### src/rtl/lcd_bmp_pkg.sv
package lcd_bmp_pkg;

  typedef enum logic [1:0] {
    FILL_MEM      = 2'd0,
    FILL_WHITE    = 2'd1,
    FILL_BACKDROP = 2'd2
  } fill_e;

  typedef struct packed {
    logic [2:0] mode;
    logic       page;
    logic       blank;
    logic       bg2_on;
  } ctrl_t;

  localparam logic [14:0] WHITE15 = 15'h7fff;

  function automatic ctrl_t decode_ctrl(input logic [15:0] w);
    ctrl_t c;
    c.mode   = w[2:0];
    c.page   = w[4];
    c.blank  = w[7];
    c.bg2_on = w[10];
    return c;
  endfunction

  function automatic fill_e pick_fill(input ctrl_t c);
    if (c.blank)        return FILL_WHITE;
    else if (!c.bg2_on) return FILL_BACKDROP;
    else                return FILL_MEM;
  endfunction

  function automatic logic [31:0] line_base(input logic page, input logic [7:0] line,
                                            input int unsigned line_w,
                                            input int unsigned page1_ofs);
    logic [31:0] ofs;
    ofs = page ? page1_ofs : 32'd0;
    return ofs + line_w * {24'd0, line};
  endfunction

  function automatic logic [7:0] widen5(input logic [4:0] c);
    return {c, c[4:2]};
  endfunction

  function automatic logic [31:0] rgb15_to_24(input logic [14:0] c);
    return {8'h00, widen5(c[4:0]), widen5(c[9:5]), widen5(c[14:10])};
  endfunction

endpackage

### src/rtl/bmp_fetch_ctrl.sv
module bmp_fetch_ctrl
  import lcd_bmp_pkg::*;
#(
  parameter int unsigned LINE_W      = 240,
  parameter int unsigned PAGE1_OFS   = 32'h0000_a000,
  parameter int unsigned VADDR_W     = 17,
  parameter int unsigned BITMAP_MODE = 4
) (
  input  logic               clk,
  input  logic               rst_n,
  input  logic               start_i,
  input  logic [15:0]        ctrl_i,
  input  logic [7:0]         line_i,
  input  logic               pipe_busy_i,
  output logic               vram_rd_o,
  output logic [VADDR_W-1:0] vram_addr_o,
  output logic               s0_valid_o,
  output logic               s0_last_o,
  output fill_e              s0_fill_o,
  output logic               busy_o
);

  localparam int unsigned XW = $clog2(LINE_W);
  localparam logic [XW-1:0] X_LAST = XW'(LINE_W - 1);

  ctrl_t              cin;
  logic               active_q;
  logic [XW-1:0]      x_q;
  logic [VADDR_W-1:0] base_q;
  fill_e              fill_q;
  logic               line_begin;
  logic               line_done;

  assign cin        = decode_ctrl(ctrl_i);
  assign busy_o     = active_q | pipe_busy_i;
  assign line_begin = start_i && !busy_o && (cin.mode == 3'(BITMAP_MODE));
  assign line_done  = active_q && (x_q == X_LAST);

  always_ff @(posedge clk or negedge rst_n) begin
    if (!rst_n) begin
      active_q <= 1'b0;
      x_q      <= '0;
      base_q   <= '0;
      fill_q   <= FILL_MEM;
    end else if (line_begin) begin
      active_q <= 1'b1;
      x_q      <= '0;
      base_q   <= VADDR_W'(line_base(cin.page, line_i, LINE_W, PAGE1_OFS));
      fill_q   <= pick_fill(cin);
    end else if (active_q) begin
      x_q <= x_q + 1'b1;
      if (line_done) active_q <= 1'b0;
    end
  end

  assign vram_addr_o = base_q + VADDR_W'(x_q);
  assign vram_rd_o   = active_q && (fill_q == FILL_MEM);
  assign s0_valid_o  = active_q;
  assign s0_last_o   = line_done;
  assign s0_fill_o   = fill_q;


  ignore_other_mode_chk: assert property (@(posedge clk) disable iff (!rst_n)
    (start_i && !busy_o && (ctrl_i[2:0] != 3'(BITMAP_MODE))) |=> !active_q);


  hold_base_when_busy_chk: assert property (@(posedge clk) disable iff (!rst_n)
    (active_q && !line_done) |=> $stable(base_q) && (x_q == $past(x_q) + 1'b1));

endmodule

### src/rtl/bmp_pal_stage.sv
module bmp_pal_stage
  import lcd_bmp_pkg::*;
(
  input  logic        clk,
  input  logic        rst_n,
  input  logic        s0_valid_i,
  input  logic        s0_last_i,
  input  fill_e       s0_fill_i,
  input  logic        vram_rd_i,
  input  logic [7:0]  vram_data_i,
  output logic        pal_rd_o,
  output logic [8:0]  pal_addr_o,
  output logic        s2_valid_o,
  output logic        s2_last_o,
  output fill_e       s2_fill_o,
  output logic        pipe_busy_o
);

  logic  s1_valid_q, s1_last_q;
  fill_e s1_fill_q;
  logic  s2_valid_q, s2_last_q;
  fill_e s2_fill_q;

  always_ff @(posedge clk or negedge rst_n) begin
    if (!rst_n) begin
      s1_valid_q <= 1'b0;
      s1_last_q  <= 1'b0;
      s1_fill_q  <= FILL_MEM;
      s2_valid_q <= 1'b0;
      s2_last_q  <= 1'b0;
      s2_fill_q  <= FILL_MEM;
    end else begin
      s1_valid_q <= s0_valid_i;
      s1_last_q  <= s0_last_i;
      s1_fill_q  <= s0_fill_i;
      s2_valid_q <= s1_valid_q;
      s2_last_q  <= s1_last_q;
      s2_fill_q  <= s1_fill_q;
    end
  end

  assign pal_addr_o  = {vram_data_i, 1'b0};
  assign pal_rd_o    = s1_valid_q && (s1_fill_q == FILL_MEM);
  assign s2_valid_o  = s2_valid_q;
  assign s2_last_o   = s2_last_q;
  assign s2_fill_o   = s2_fill_q;
  assign pipe_busy_o = s1_valid_q | s2_valid_q;


  pal_follows_vram_chk: assert property (@(posedge clk) disable iff (!rst_n)
    pal_rd_o |-> $past(vram_rd_i));

endmodule

### src/rtl/bmp_colour_out.sv
module bmp_colour_out
  import lcd_bmp_pkg::*;
#(
  parameter logic [14:0] BACKDROP = 15'h0000
) (
  input  logic        clk,
  input  logic        rst_n,
  input  logic        s2_valid_i,
  input  logic        s2_last_i,
  input  fill_e       s2_fill_i,
  input  logic [15:0] pal_data_i,
  output logic        pix_valid_o,
  output logic        pix_last_o,
  output logic [14:0] pix_rgb15_o,
  output logic [31:0] pix_rgb24_o
);

  logic [14:0] colour;

  always_comb begin
    unique case (s2_fill_i)
      FILL_WHITE:    colour = WHITE15;
      FILL_BACKDROP: colour = BACKDROP;
      default:       colour = pal_data_i[14:0];
    endcase
  end

  always_ff @(posedge clk or negedge rst_n) begin
    if (!rst_n) begin
      pix_valid_o <= 1'b0;
      pix_last_o  <= 1'b0;
      pix_rgb15_o <= '0;
      pix_rgb24_o <= '0;
    end else begin
      pix_valid_o <= s2_valid_i;
      pix_last_o  <= s2_valid_i && s2_last_i;
      if (s2_valid_i) begin
        pix_rgb15_o <= colour;
        pix_rgb24_o <= rgb15_to_24(colour);
      end
    end
  end


  last_inside_beat_chk: assert property (@(posedge clk) disable iff (!rst_n)
    pix_last_o |-> pix_valid_o);


  blank_gives_white_chk: assert property (@(posedge clk) disable iff (!rst_n)
    (s2_valid_i && s2_fill_i == FILL_WHITE) |=> (pix_rgb15_o == 15'h7fff));

endmodule

### src/rtl/bmp_line_render.sv
module bmp_line_render
  import lcd_bmp_pkg::*;
#(
  parameter int unsigned LINE_W      = 240,
  parameter int unsigned PAGE1_OFS   = 32'h0000_a000,
  parameter int unsigned VADDR_W     = 17,
  parameter int unsigned BITMAP_MODE = 4,
  parameter logic [14:0] BACKDROP    = 15'h0000
) (
  input  logic               clk,
  input  logic               rst_n,
  input  logic               start_i,
  input  logic [15:0]        ctrl_i,
  input  logic [7:0]         line_i,
  output logic               vram_rd_o,
  output logic [VADDR_W-1:0] vram_addr_o,
  input  logic [7:0]         vram_data_i,
  output logic               pal_rd_o,
  output logic [8:0]         pal_addr_o,
  input  logic [15:0]        pal_data_i,
  output logic               busy_o,
  output logic               pix_valid_o,
  output logic               pix_last_o,
  output logic [14:0]        pix_rgb15_o,
  output logic [31:0]        pix_rgb24_o
);

  logic  s0_valid, s0_last, s2_valid, s2_last, pipe_busy;
  fill_e s0_fill, s2_fill;

  bmp_fetch_ctrl #(
    .LINE_W(LINE_W), .PAGE1_OFS(PAGE1_OFS),
    .VADDR_W(VADDR_W), .BITMAP_MODE(BITMAP_MODE)
  ) u_fetch (
    .clk(clk), .rst_n(rst_n), .start_i(start_i), .ctrl_i(ctrl_i),
    .line_i(line_i), .pipe_busy_i(pipe_busy | pix_valid_o),
    .vram_rd_o(vram_rd_o), .vram_addr_o(vram_addr_o),
    .s0_valid_o(s0_valid), .s0_last_o(s0_last), .s0_fill_o(s0_fill),
    .busy_o(busy_o)
  );

  bmp_pal_stage u_pal (
    .clk(clk), .rst_n(rst_n),
    .s0_valid_i(s0_valid), .s0_last_i(s0_last), .s0_fill_i(s0_fill),
    .vram_rd_i(vram_rd_o), .vram_data_i(vram_data_i),
    .pal_rd_o(pal_rd_o), .pal_addr_o(pal_addr_o),
    .s2_valid_o(s2_valid), .s2_last_o(s2_last), .s2_fill_o(s2_fill),
    .pipe_busy_o(pipe_busy)
  );

  bmp_colour_out #(.BACKDROP(BACKDROP)) u_out (
    .clk(clk), .rst_n(rst_n),
    .s2_valid_i(s2_valid), .s2_last_i(s2_last), .s2_fill_i(s2_fill),
    .pal_data_i(pal_data_i),
    .pix_valid_o(pix_valid_o), .pix_last_o(pix_last_o),
    .pix_rgb15_o(pix_rgb15_o), .pix_rgb24_o(pix_rgb24_o)
  );


  beats_back_to_back_chk: assert property (@(posedge clk) disable iff (!rst_n)
    (pix_valid_o && !pix_last_o) |=> pix_valid_o);


  idle_no_reads_chk: assert property (@(posedge clk) disable iff (!rst_n)
    !busy_o |-> (!vram_rd_o && !pal_rd_o && !pix_valid_o));

endmodule

### config.mk
export PLATFORM = sky130hd
export DESIGN_NAME = bmp_line_render
export DESIGN_NICKNAME = d
export VERILOG_FILES = /design/src/rtl/lcd_bmp_pkg.sv /design/src/rtl/bmp_fetch_ctrl.sv /design/src/rtl/bmp_pal_stage.sv /design/src/rtl/bmp_colour_out.sv /design/src/rtl/bmp_line_render.sv
export SDC_FILE = /design/constraint.sdc
export NUM_CORES = 1
export LEC_CHECK = 0
export BUFFER_PORTS_ARGS = -buffer_cell sky130_fd_sc_hd__buf_2
export CORE_MARGIN = 2
export CORE_UTILIZATION = 49
export CTS_CLUSTER_SIZE = 8
export DETAILED_ROUTE_END_ITERATION = 8
export GPL_TIMING_DRIVEN = 0
export HOLD_SLACK_MARGIN = 0.12
export PLACE_DENSITY = 0.8
export SYNTH_ARGS = -nofsm -noshare
export SYNTH_HDL_FRONTEND = slang
export SYNTH_SLANG_ARGS = --single-unit
### constraint.sdc
create_clock -name clk -period 3.2 [get_ports clk]
set_clock_uncertainty 0.05 [all_clocks]
set_input_delay 0.16 -clock clk [delete_from_list [all_inputs] [get_ports clk]]
set_output_delay 0.16 -clock clk [all_outputs]
set_load 0.02 [all_outputs]
==> results.yml, run 1 <==
run_status:
  status: "finished clean"
logic_synthesis:
  async_flop_share_pct: 100
  synth-main-ff-cell: "dfrtp_1"
  synth.top_cell.area_share_pct: 36.0
  postSynthCellCount: 370
  synth_edf_count: 0
  ys_seq_elements: 49
  yosys-top-cells-area: "dfrtp_1 (36%), buf_4 (9.9%), ha_1 (8.8%)"
  yosys_warnings: 0
  avgSynthCellArea_um2: 9.21
  netlist_area_um2: 3410
  ys_seq_area_share_pct: 36.0
  yosys.area.top_type: "dfrtp_1"
  ys_types: 39
clock_tree:
  cts_tree: "yes"
  cts_buffers: 5
  clk_pin_slew_ps: 80
  clock_latency_ps: 290
  cts_root_buffer: "clkbuf_8"
  htree_levels: 2
  cts_buffer_depth: 2
  cts_sinks: 49
global_routing:
  track_usage_pct: 19.2
  antenna_found_initial: 0
  grt_pass1_wl_mm: 11.8
  grt_pass1_vias: 2710
  overflow: 0
  grt_max_degree: 50
critical_path:
  crit_arrival_ps: 3200
  startpoint_type: "input port"
  cp-end-kind: "flop"
  reg2reg_depth: 7
  path_class: "input port to flop"
  critPathMaxFanout: 5
  required_ps: 3330
timing:
  hold_violations: 0
  slew_headroom_pct: 30.3
  period_needed_ps: 3070
  slew_viol_final: 0
  fmax_mhz: 325
  hold_slack_ps: 130
  rsz0062_at_grt: "yes"
  setup_viol: 0
  fin_crit_sh_pct: 96.0
  worst_slew_pin_slew_ps: 1050
  fin_tns_setup_ps: 0
floorplanning:
  ioPinCount: 129
  die_w_um: 87.4
  die_area_um2: 7640
  num_rows: 30
  initial_core_util_pct: 50.4
  coreArea_um2: 6760
  die_h_um: 87.4
drt:
  ant_nets: 0
  wire_per_inst_um: 12.5
  wirelength_mm: 7.20
  vias_per_cell: 4.96
  drt_iter0_drc: 212
  drc_errors: 0
  drt_pre_antenna_iters: 5
  routed-via-count: 2862
min_path:
  hold_class: "input port to flop"
  worst_hold_path.num_cells: 3
final_layout:
  n_antenna_cell: 0
  areaGrowthSynthToFinish_pct: 25.2
  nets: 586
  layout_commonest_cell: "buf_2"
  final_layout_size_suffix_gt1_share_pct: 33.4
  most-common-layout-cells: "buf_2 (102), dfrtp_1 (49), buf_4 (47)"
  num-fill-cells: 554
pwr:
  powerDensity_nw_per_um2: 732
  ir_worst_vdd_v: 0.000285
  p_leak_uw: 0.00223
flow_run:
  cap_viol_max_count: 0
place:
  port_buffers: 100
  place_congestion: 0.870
  hpwl_mm: 5.60
[layout make-up]
type                            instances  area (um^2)  share of cell area (%)
Timing Repair Buffer                  112          616                    14.4
Clock buffer                            7         86.3                    2.02
Buffer                                 56          389                    9.12
Sequential cell                        49         1230                    28.7
Multi-Input combinational cell        244         1740                    40.7
Inverter                               29          113                    2.64
Tap cell                               80          100                    2.35
[flip-flops by register name (all words and copies together) (netlist names), 2 cells and up]
name               count
u_fetch.x_q            8
u_pal.s2_fill_o        2
u_fetch.s0_fill_o      2
u_fetch.base_q        13
u_pal.s1_fill_q        2
u_out.pix_rgb15_o     14
[report_power, final]
group          total [uW]  internal, uW  leakage (uW)  switching [uW]
registers             965           788      0.000608             177
logic                1800           767       0.00158            1030
clock network         357           172     0.0000443             185
total                3120          1730       0.00223            1400
[final timing paths]
| check | slack, ps | endpoint | start |
|---|---|---|---|
| max | 130 | u_fetch.base_q[15] | line_i[5] |
| min | 130 | u_out.pix_rgb15_o[13] | pal_data_i[13] |
| max reg2reg | 510 | u_fetch.s0_fill_o[1] | u_fetch.s0_valid_o |
| min reg2reg | 320 | u_pal.s2_last_o | u_pal.s1_last_q |
| max in group asynchronous | 1910 | u_out.pix_rgb15_o[6] | rst_n |
| min in group asynchronous | 540 | u_out.pix_rgb15_o[0] | rst_n |
[repair_timing]
item                                    4_1_cts  5_1_grt
gates resized for setup                       0        8
setup buffers                                 0        2
endpoints found under the hold margin        57        0
endpoints found under the setup margin        0        2
hold buffers                                 10        0
[per-layer routing]
layer / vias up / wire [um] / global-route usage (%)
li1: 1430 / - / -
met1: 1312 / 3020 / 24.2
met2: 107 / 3680 / 34.1
met3: 13 / 353 / 2.46
met4: 0 / 135 / 6.29
met5: - / 0 / 0
[critical path, cell delays in order]
cell        delay (ps)
buf_2              130
clkinvlp_4         140
buf_4              160
fa_1               470
fa_1               510
inv_1               40
ha_1               360
nor2_2             200
inv_1               60
a31oi_1            190
xnor2_1            100
ha_1               210
ha_1               190
xnor2_1            170
o21ai_0             90
[cell families (layout without fill, tap and decap cells)]
logic type      count (synthesis)  after routing  synth area share, %
compound gates                 72             72                 12.1
xor+xnor                       23             23                 5.91
fa+ha+maj                      38             38                 17.0
buf+inv                        85            204                 14.6
flops                          49             49                 36.0
mux                             2              2                0.587
other cells                     1              9                0.110
simple gates                  100            100                 13.7
[synth_stat cells (all sizes together), types with 8 or more instances]
cell type,instances
a21oi,37
buf,48
clkbuf,8
dfrtp,49
fa,14
ha,24
inv,29
nand2,38
nand3,9
nor2,27
o21ai,16
xnor2,11
xor2,12
[metrics by stage]
step           cells  instance area (um^2)  total power [uW]  setup WS (ps)  utilization [%]
6_report         577                  4270              3120            127             63.1
5_1_grt          577                  4270              3370          -27.3             63.1
4_1_cts          575                  4230              3120           35.4             62.5
3_5_place_dp     558                  4040              2750           -287             59.8
3_3_place_gp     558                  4040              2700           -232             59.8
2_1_floorplan    378                  3440              2230           55.6                -
(Power assumes the default switching activity.)
==> run 2: changes to the inputs <==
==> constraint.sdc (replaced) <==
create_clock -name clk -period 3.2 [get_ports clk]
set_clock_uncertainty 0.05 [all_clocks]
set_input_delay 0.32 -clock clk [delete_from_list [all_inputs] [get_ports clk]]
set_output_delay 0.32 -clock clk [all_outputs]
set_load 0.02 [all_outputs]
==> run 2 against run 1 <==
Against the previous run: total power up 6.3%; clock power up 28%; critical path type unchanged; first-iteration DRC count down 30%; sequential cell count unchanged; largest power group unchanged; critical path depth down 1; routed wire length up 2.7%.
==> results.yml, run 2 (synthesis results as in run 1) <==
run_status:
  status: "finished clean"
floorplanning:
  ioPinCount: 129
  die_area_um2: 7640
  coreArea_um2: 6760
  initial_core_util_pct: 50.4
  num_rows: 30
  die_w_um: 87.4
  die_h_um: 87.4
critical_path:
  slowest_stage: "fa_1"
  path_cells: "buf_4, clkinvlp_4, fa_1, fa_1, inv_2, ha_4, nand3_4, o2111ai_2, a311o_1, nand3_2, ha_4, and3_1, o2111ai_1, nand3_1"
  path_class: "input port to flop"
  required_ps: 3330
  crit_arrival_ps: 3220
  critPathMaxFanout: 5
  critPathBufInv: 3
  slowest_delay_ps: 510
  cp-end-kind: "flop"
  crit_family: "adder cells"
  startpoint_type: "input port"
flow_run:
  cap_viol_max_count: 0
clock_tree:
  clock_latency_ps: 300
  cts_tree: "yes"
  cts_root_buffer: "clkbuf_8"
  cts_buffer_depth: 2
  cts_buffers: 5
  clk_pin_slew_ps: 80
  htree_levels: 2
  cts_sinks: 49
timing:
  slew_headroom_pct: 30.1
  hold_slack_ps: 153
  period_needed_ps: 3090
  fin_ws_ps: 112
  fin_crit_sh_pct: 96.5
  worst_slew_pin_slew_ps: 1050
  fmax_mhz: 324
  hold_violations: 0
  fin_tns_setup_ps: 0
  slew_viol_final: 0
  setup_viol: 0
drt:
  drt_iter0_drc: 149
  drc_errors: 0
  routed-via-count: 2875
  vias_per_cell: 5.02
  ant_nets: 0
  wirelength_mm: 7.39
  wire_per_inst_um: 12.9
  drt_pre_antenna_iters: 4
final_layout:
  multi_input_area_um2: 1800
  most-common-layout-cells: "buf_2 (100), buf_4 (54), dfrtp_1 (49)"
  biggestRegsByFlops: "u_out.pix_rgb15_o: 14 flops, u_fetch.base_q: 13 flops, u_fetch.x_q: 8 flops"
  top_register: "u_out.pix_rgb15_o"
  layout_commonest_cell: "buf_2"
  largest_register_ffs: 14
  final_layout_size_suffix_gt1_share_pct: 36.5
  n_antenna_cell: 0
  areaGrowthSynthToFinish_pct: 26.5
  num-fill-cells: 570
  nets: 581
  design_area_um2: 4310
  regArea_um2: 1230
global_routing:
  grt_pass1_wl_mm: 11.8
  track_usage_pct: 19.2
  overflow: 0
  grt_pass1_vias: 2684
  grt_max_degree: 50
  antenna_found_initial: 0
place:
  place_congestion: 0.846
  place_area_um2: 4080
  hpwl_mm: 5.72
  post-place-ws_ps: -341
  port_buffers: 100
pwr:
  p_leak_uw: 0.00223
  ir_worst_vdd_v: 0.000286
  powerDensity_nw_per_um2: 770
min_path:
  hold_class: "input port to asynchronous set/reset pin"
## run 2: report_power, final
group | switching [uW] | internal [uW] | total, uW
Combinational | 1070 | 826 | 1900
Clock | 204 | 254 | 458
Sequential | 177 | 788 | 965
Total | 1450 | 1870 | 3320
## run 2: layout make-up
cell class | instances | share of cell area (%)
multi-input combinational | 244 | 41.7
clock buffer | 6 | 1.91
sequential | 49 | 28.4
inverter | 29 | 2.79
buffer | 56 | 9.02
timing repair buffer | 107 | 12.9
tap | 80 | 2.32
clock inverter | 2 | 0.870
## run 2: timing repair
action                     CTS  global route
buffers inserted             3             4
gates resized for setup      0            13
setup endpoints to repair    1             3
cloned                       0             0
hold buffers                 0             0
pin swaps                    1            11
## run 2: routing by layer
metal | GRT usage (%) | wire length [um] | vias to the layer above
met2 | 36.2 | 3950 | 99
met3 | 2.94 | 378 | 12
met4 | 5.17 | 101 | 0
li1 | - | - | 1420
met1 | 22.4 | 2950 | 1344
met5 | 0 | 0 | -
## run 2: final timing paths
path | slack, ps | depth (start not counted) | to | start
max in group asynchronous | 2300 | 1 | u_fetch.base_q[11] | rst_n
min in group clk | 160 | 2 | u_fetch.s0_fill_o[1] | ctrl_i[10]
max | 110 | 14 | u_fetch.base_q[16] | line_i[4]
min reg2reg | 310 | 0 | u_pal.s2_last_o | u_pal.s1_last_q
min | 150 | 1 | u_out.pix_rgb15_o[3] | rst_n
max reg2reg | 1050 | 6 | u_fetch.base_q[10] | u_fetch.s0_valid_o
## run 2: stage by stage
stage	util, %	power (uW)	cells
after floorplan	-	2260	378
after global placement	60.4	2730	558
after detailed placement	60.4	2780	558
after CTS	62.5	3270	569
after global routing	63.8	3560	573
final	63.8	3320	573
==> run 3: changes to the inputs <==
MAX_ROUTING_LAYER = met4   (was not set)
==> run 3 against run 2 <==
Against the previous run: combinational power barely moved; count of clock-buffer cells in the layout did not move; clock power barely moved; critical endpoint is now u_fetch.base_q[15]; largest power group unchanged; highest routed layer unchanged.
==> results.yml, run 3 (synthesis results as in run 1) <==
place:
  port_buffers: 100
  place_congestion: 0.860
  hpwl_mm: 5.72
  place_area_um2: 4080
final_layout:
  final_layout_size_suffix_gt1_share_pct: 36.5
  multi_input_area_um2: 1800
  layout_commonest_cell: "buf_2"
  largest_register_ffs: 14
  most-common-layout-cells: "buf_2 (100), buf_4 (54), dfrtp_1 (49)"
  nets: 581
  top_register: "u_out.pix_rgb15_o"
  n_antenna_cell: 0
  num-fill-cells: 570
  areaGrowthSynthToFinish_pct: 26.5
  biggestRegsByFlops: "u_out.pix_rgb15_o: 14 flops, u_fetch.base_q: 13 flops, u_fetch.x_q: 8 flops"
  regArea_um2: 1230
  design_area_um2: 4310
timing:
  hold_violations: 0
  setup_viol: 0
  fin_crit_sh_pct: 96.5
  slew_viol_final: 0
  fmax_mhz: 324
  slew_headroom_pct: 30.2
  period_needed_ps: 3090
  worst_slew_pin_slew_ps: 1050
  fin_tns_setup_ps: 0
clock_tree:
  clk_pin_slew_ps: 80
  hold_buffers: 0
  cts_buffers: 5
  cts_tree: "yes"
  clock_latency_ps: 300
  cts_sinks: 49
  htree_levels: 2
  cts_buffer_depth: 2
  cts_root_buffer: "clkbuf_8"
critical_path:
  crit_arrival_ps: 3220
  critPathMaxFanout: 4
  required_ps: 3330
  path_cells: "buf_2, fa_1, fa_1, fa_1, a211oi_1, o21a_1, o21ai_0, xor2_1, ha_1, xnor2_1, o21ai_0"
  startpoint_type: "input port"
  path_class: "input port to flop"
  crit_top_cell: "fa_1"
  slowest_delay_ps: 570
  cp-end-kind: "flop"
  slowest_stage: "fa_1"
drt:
  routed-via-count: 2898
  drt_pre_antenna_iters: 4
  routed.top_layer: "met4"
  wire_per_inst_um: 12.8
  wl_met1_mm: 2.89
  wirelength_mm: 7.35
  vias_per_cell: 5.06
  drc_errors: 0
  ant_nets: 0
  routed-wl-met2_mm: 3.95
  met3_wirelength_um: 412
  drt_iter0_drc: 148
global_routing:
  antenna_found_initial: 0
  overflow: 0
  grt_pass1_vias: 2685
  grt_pass1_wl_mm: 11.8
  grt_max_degree: 50
  track_usage_pct: 19.7
pwr:
  ir_worst_vdd_v: 0.000286
  p_leak_uw: 0.00223
  powerDensity_nw_per_um2: 769
  fin_total_pwr_uw: 3320
floorplanning:
  num_rows: 30
  die_h_um: 87.4
  ioPinCount: 129
  die_area_um2: 7640
  die_w_um: 87.4
  coreArea_um2: 6760
  initial_core_util_pct: 50.4
run_status:
  status: "finished clean"
flow_run:
  cap_viol_max_count: 0
min_path:
  hold_class: "input port to asynchronous set/reset pin"
run 3: cell counts in the layout (fill, tap and decap cells not counted):
Identical to the previous run, type by type.
run 3: metal layers:
metal  global-route usage, %  up-vias
met5                       -        -
li1                        -     1423
met4                    5.17        0
met3                    2.75       12
met2                    36.1      115
met1                    22.6     1348
run 3: worst max-delay path: cells and delay by family:
kind,cells,cell delay (ps)
AO/OA/AOI/OAI,4,730
XOR/XNOR,2,350
adder cells (fa/ha/maj),4,1700
buffers and inverters,1,120
run 3: report_power, final:
part	leakage (uW)	switching [uW]	internal [uW]
Sequential	0.000608	176	788
Combinational	0.00156	1070	825
Clock	0.0000574	203	254
run 3: per-stage QoR:
stage          setup WS [ps]  instances  utilization, %  hold WS (ps)
2_1_floorplan           31.9        378               -         -25.6
3_3_place_gp            -253        558            60.4           285
3_5_place_dp            -341        558            60.4           287
4_1_cts                 43.4        569            62.5           156
5_1_grt                -24.8        573            63.8           156
6_report                 113        573            63.8           152
run 3: final timing paths:
path,startpoint,end,slack [ps],depth (start not counted)
hold / removal,rst_n,u_out.pix_rgb15_o[3],150,1
setup / recovery,line_i[0],u_fetch.base_q[15],110,11
hold reg to reg,u_pal.s1_last_q,u_pal.s2_last_o,310,0
setup reg to reg,u_fetch.s0_valid_o,u_fetch.base_q[10],1060,6
max in group asynchronous,rst_n,u_fetch.base_q[11],2310,1
min in group clk,ctrl_i[10],u_fetch.s0_fill_o[1],160,2
run 3: area by class of cell:
class / instances / share of cell area (%)
repair buffers: 107 / 12.9
flip-flops and latches: 49 / 28.4
clock buffers: 6 / 1.91
multi-input cells: 244 / 41.7
well taps: 80 / 2.32
plain buffers: 56 / 9.02
inverters: 29 / 2.79
clock inverters: 2 / 0.870
run 3: repair_timing:
item                                    in CTS  in global routing
resized for setup                            0                 13
pin swaps                                    1                 11
buffers inserted                             3                  4
endpoints found under the setup margin       1                  3
